--- config.mk ---
export PLATFORM = sky130hd
export DESIGN_NAME = bootjump_ctrl
export DESIGN_NICKNAME = d
export VERILOG_FILES = /design/src/rtl/bootjump_pkg.sv /design/src/rtl/bj_trig_sync.sv /design/src/rtl/bj_target_sel.sv /design/src/rtl/bj_seq.sv /design/src/rtl/bootjump_ctrl.sv
export SDC_FILE = /design/constraint.sdc
export NUM_CORES = 1
export LEC_CHECK = 0
export BUFFER_PORTS_ARGS = -buffer_cell sky130_fd_sc_hd__buf_4
export CAP_MARGIN = 10
export CORE_AREA = 2 2 39 41
export CTS_CLUSTER_SIZE = 28
export DETAILED_ROUTE_END_ITERATION = 8
export DIE_AREA = 0 0 41 43
export GPL_TIMING_DRIVEN = 0
export PLACE_DENSITY = 0.7
export SLEW_MARGIN = 20
export SYNTH_ARGS = -nofsm -noshare
export SYNTH_HDL_FRONTEND = slang
export SYNTH_SLANG_ARGS = --single-unit
--- constraint.sdc ---
create_clock -name clk -period 1.22 [get_ports clk]
set_clock_uncertainty 0.05 [all_clocks]
set_input_delay 0.061 -clock clk [delete_from_list [all_inputs] [get_ports clk]]
set_output_delay 0.061 -clock clk [all_outputs]
set_load 0.1 [all_outputs]
--- src/rtl/bootjump_pkg.sv ---
package bootjump_pkg;

   typedef enum logic [1:0] {
      BJ_IDLE = 2'd0,
      BJ_HELD = 2'd1,
      BJ_JUMP = 2'd2
   } bj_state_e;

   localparam int BJ_NUM_SRC = 2;
   localparam int BJ_SRC_POR = 0;
   localparam int BJ_SRC_PRESET = 1;

endpackage

--- src/rtl/bj_trig_sync.sv ---
module bj_trig_sync
   import bootjump_pkg::*;
#(
   parameter int STAGES = 2
) (
   input  logic clk,
   input  logic rst_n,
   input  logic por_clr,
   input  logic panel_preset,
   input  logic use_preset,
   output logic trig_s
);

   logic [BJ_NUM_SRC-1:0] raw;
   logic [BJ_NUM_SRC-1:0] synced;

   assign raw[BJ_SRC_POR]    = por_clr;
   assign raw[BJ_SRC_PRESET] = panel_preset;

   generate
      if (STAGES < 2) begin : g_bad_stages
         $error("bj_trig_sync: STAGES must be at least 2");
      end
      for (genvar s = 0; s < BJ_NUM_SRC; s++) begin : g_src
         logic [STAGES-1:0] chain;
         always_ff @(posedge clk or negedge rst_n) begin
            if (!rst_n) begin
               chain <= '0;
            end else begin
               chain <= {chain[STAGES-2:0], raw[s]};
            end
         end
         assign synced[s] = chain[STAGES-1];
      end
   endgenerate

   always_comb begin
      trig_s = use_preset ? synced[BJ_SRC_PRESET] : synced[BJ_SRC_POR];
   end

endmodule

--- src/rtl/bj_target_sel.sv ---
module bj_target_sel #(
   parameter int ADDR_W   = 16,
   parameter int WIN_LOG2 = 13,
   localparam int WIN_W   = ADDR_W - WIN_LOG2
) (
   input  logic              swap,
   input  logic [WIN_W-1:0]  base_a,
   input  logic [WIN_W-1:0]  base_b,
   input  logic [ADDR_W-1:0] addr,
   output logic [WIN_W-1:0]  target,
   output logic              addr_hit
);

   logic [WIN_W-1:0] addr_hi;

   generate
      if (WIN_W < 1) begin : g_bad_width
         $error("bj_target_sel: ADDR_W must exceed WIN_LOG2");
      end
   endgenerate

   assign addr_hi = addr[ADDR_W-1:WIN_LOG2];

   always_comb begin
      target   = swap ? base_a : base_b;
      addr_hit = (addr_hi == target);
   end

endmodule

--- src/rtl/bj_seq.sv ---
module bj_seq
   import bootjump_pkg::*;
(
   input  logic clk,
   input  logic rst_n,
   input  logic trig_s,
   input  logic disable_jump,
   input  logic rd,
   input  logic hit,
   output logic in_jump
);

   bj_state_e st, st_nxt;

   always_comb begin
      st_nxt = st;
      case (st)
         BJ_IDLE: if (trig_s) st_nxt = BJ_HELD;
         BJ_HELD: if (!trig_s) st_nxt = BJ_JUMP;
         BJ_JUMP: begin
            if (trig_s) begin
               st_nxt = BJ_HELD;
            end else if (rd && hit) begin
               st_nxt = BJ_IDLE;
            end
         end
         default: st_nxt = BJ_IDLE;
      endcase
      if (disable_jump) begin
         st_nxt = BJ_IDLE;
      end
   end

   always_ff @(posedge clk or negedge rst_n) begin
      if (!rst_n) begin
         st <= BJ_IDLE;
      end else begin
         st <= st_nxt;
      end
   end

   assign in_jump = (st == BJ_JUMP);

endmodule

--- src/rtl/bootjump_ctrl.sv ---
module bootjump_ctrl #(
   parameter int ADDR_W      = 16,
   parameter int WIN_LOG2    = 13,
   parameter int SYNC_STAGES = 2,
   localparam int WIN_W      = ADDR_W - WIN_LOG2
) (
   input  logic              clk,
   input  logic              rst_n,
   input  logic              por_clr,
   input  logic              panel_preset,
   input  logic              opt_use_preset,
   input  logic              opt_swap,
   input  logic              opt_no_phantom,
   input  logic              opt_no_jump,
   input  logic [WIN_W-1:0]  win_a_base,
   input  logic [WIN_W-1:0]  win_b_base,
   input  logic [ADDR_W-1:0] bus_addr,
   input  logic              bus_rd,
   input  logic              bus_wr,
   output logic              phantom,
   output logic              ovr_en,
   output logic [WIN_W-1:0]  ovr_hi,
   output logic              jump_active
);

   logic             trig_s;
   logic [WIN_W-1:0] target;
   logic             addr_hit;
   logic             in_jump;

   generate
      if (WIN_LOG2 < 1 || WIN_LOG2 >= ADDR_W) begin : g_bad_geom
         $error("bootjump_ctrl: WIN_LOG2 must lie in 1..ADDR_W-1");
      end
   endgenerate

   bj_trig_sync #(
      .STAGES (SYNC_STAGES)
   ) u_sync (
      .clk          (clk),
      .rst_n        (rst_n),
      .por_clr      (por_clr),
      .panel_preset (panel_preset),
      .use_preset   (opt_use_preset),
      .trig_s       (trig_s)
   );

   bj_target_sel #(
      .ADDR_W   (ADDR_W),
      .WIN_LOG2 (WIN_LOG2)
   ) u_tgt (
      .swap     (opt_swap),
      .base_a   (win_a_base),
      .base_b   (win_b_base),
      .addr     (bus_addr),
      .target   (target),
      .addr_hit (addr_hit)
   );

   bj_seq u_seq (
      .clk          (clk),
      .rst_n        (rst_n),
      .trig_s       (trig_s),
      .disable_jump (opt_no_jump),
      .rd           (bus_rd),
      .hit          (addr_hit),
      .in_jump      (in_jump)
   );

   always_comb begin
      jump_active = in_jump;
      phantom     = in_jump && !opt_no_phantom;
      ovr_en      = in_jump && !(bus_wr && !bus_rd);
      ovr_hi      = in_jump ? target : '0;
   end

endmodule

==> out/results.txt <==
status = complete, but fails checks
violated checks = negative setup slack
clk slew on worst S/H paths = 0.04 ns
P&R area growth vs syn = 139%
final setup fails = 7
CTS Buf Count = 3
max-slew violation count = 0
Ports = 38
CP Cell Sequence = nand2b_4, a21oi_4, buf_12
layout cell share with drive strength beyond 1 = 63.3%
post-route cell area = 691 um2
slew at the pin with the worst max-slew slack = 0.382 ns
GRT overflow = 0
Starting Density = 20.9%
cell-internal power = 413 uW
Residual DRC = 0
max incr delay on CP = 0.38 ns
final worst slack = -0.102 ns
unrepaired setup endpoints after global routing = yes
synth top area cells = dfrtp_1 52%, mux2i_1 14%, xnor2_1 6.1%
mapped cell area = 289 um2
switching power = 154 uW
vias post-DR = 317
period utilization = 108%
Routed Antenna Nets = 0
Worst Setup Path Type = reg2out
initial DRC count = 1
Placed Area = 539 um2
Clock Path Buffers = 2
LEAKAGE = 0.315 nW
Die Ht = 43 um
IR Drop Worst-Case VDD = 599 uV
slew margin rel. = 73.8%
Gate Count Post-Synth = 26
Detailed Routing Iterations Pass 1 = 2
CP max stage cell = dfrtp_1
vias in the first global route = 311
Core ar. = 1380 um2
WP data required = 1.11 ns
commonest cells after routing, fill and taps aside = 21 x buf_4, 6 x dfrtp_1, 5 x buf_12
critical path fanouts, max = 7
Yosys reg bits = 6
Clock power frac = 30.5%
DIE AREA = 1760 um2
port bufs = 24
H-tree levels = 1
Clock Latency Late Sink = 0.23 ns
Yosys top cell area share = 51.9%
vias per cell = 4.17
Buf+Inv Stages, Crit Path = 1
routed length per instance = 10.5 um
die width = 41 um
most common cell after layout, fill and taps aside = buf_4
routability cong. = 0.586
root buf cell = clkbuf_4
syn_nets = 58
floorplan row count = 14
Switching Share = 27.2%
largest net degree at the start of global routing = 8
Final Hold Vio Count = 0
Max-Cap Viols = 0
Yosys top cell by area = dfrtp_1
post-synthesis sequential area ratio = 51.9%
CP Capture Type = primary output
Max Fclk = 756 MHz
Netlist cell types = 12
Comb pwr share = 31.6%
overall routed net length = 801 um
Clock Sink Count = 6
first-pass GRT wire length = 1200 um
min cycle time layout = 1.32 ns
CTS tree = yes
Final TNS setup = -0.498 ns
pwr dens = 821 nW/um2
nets@finish = 94
initial antenna violation count = 0
Post-Layout Cell Count = 76
YS warnings = 0
crit start category = flip-flop
Reg power frac = 37.9%
min-delay worst type = in2reg
dpl cells = 66
GRT Overall Usage = 10.2%
Critical Path AT = 1.21 ns
diodes inserted = 0
Crit path max-delay family = flip-flops
Avg Cell Area, Syn = 11.1 um2
## logic make-up after synthesis
family	after synthesis	synth area share, %
AO/OA/AOI/OAI	4	9.53
buffers and inverters	2	2.60
flip-flops	6	51.9
AND/OR/NAND/NOR	7	13.0
XOR/XNOR	3	9.09
multiplexers	4	13.9
## worst reg2reg max path, delay by kind of cell, from the launching register on
| family | cells | cell delay [ns] |
|---|---|---|
| buffers and inverters | 1 | 0.15 |
| DFF | 1 | 0.41 |
| AOI/OAI and AO/OA | 2 | 0.32 |
| and+or+nand+nor | 1 | 0.27 |
## per-stage QoR
step | power (mW) | utilization [%] | hold WS [ns] | setup WS (ns)
4_1_cts | 0.573 | 49.4 | 0.0808 | -0.100
3_5_place_dp | 0.367 | 39.0 | -0.178 | -0.0560
5_1_grt | 0.599 | 49.9 | 0.0802 | -0.141
3_3_place_gp | 0.364 | 39.0 | -0.182 | -0.0396
6_report | 0.567 | 49.9 | 0.0849 | -0.102
2_1_floorplan | 0.300 | - | -0.285 | -0.0378
## per-layer routing
layer | part of all wire (%) | vias up | GRT usage [%]
li1 | - | 158 | -
met1 | 35 | 149 | 10.3
met2 | 59 | 10 | 16.9
met3 | 6.1 | 0 | 5.24
met4 | 0 | 0 | 4.00
met5 | 0 | - | 0
## final timing paths
path | start | to | cells after the start | slack, ns
max | u_seq.st[0] | ovr_en | 3 | -0.10
min | opt_use_preset | u_seq.st[1] | 3 | 0.08
min in group asynchronous | rst_n | u_seq.st[0] | 2 | 0.10
min reg2reg | u_sync.g_src[0].chain[0] | u_sync.g_src[0].chain[1] | 0 | 0.29
max reg2reg | u_seq.st[1] | u_seq.st[1] | 4 | -0.05
max in group asynchronous | rst_n | u_sync.g_src[1].chain[1] | 2 | 0.90
## state kept, by name, indices dropped and copies added (netlist names)
name,count
u_sync.g_src.chain,4
u_seq.st,2
## what timing repair did
item | in CTS | in global routing
gates resized for setup | 16 | 0
hold buffers | 4 | 0
endpoints found under the hold margin | 9 | 0
endpoints found under the setup margin | 6 | 7
pin swaps | 2 | 2
buffers inserted | 2 | 1
## layout make-up
class / count / area, um2
Timing Repair Buffer: 31 / 309
Multi-Input combinational cell: 18 / 178
Clock buffer: 3 / 22.5
Inverter: 2 / 11.3
Sequential cell: 6 / 150
Tap cell: 16 / 20.0
Fill cell: 129 / 693
## power by group through the flow
stage                     Clock [mW]  Sequential, mW  Combinational, mW
after floorplan                    0           0.217             0.0836
after global placement             0           0.217              0.147
after detailed placement           0           0.218              0.148
after CTS                      0.182           0.215              0.177
after global routing           0.194           0.215              0.189
final                          0.173           0.215              0.179
## cells in the mapped netlist
| library cell | count |
|---|---|
| mux2i_1 | 4 |
| inv_1 | 2 |
| xor2_1 | 1 |
| nand3_1 | 1 |
| o311a_1 | 1 |
| nor2_1 | 4 |
| a211oi_1 | 1 |
| a21oi_1 | 2 |
| xnor2_1 | 2 |
| dfrtp_1 | 6 |
| nand2b_2 | 1 |
| or2b_2 | 1 |
Note: power is estimated with default switching activity, not from simulation.
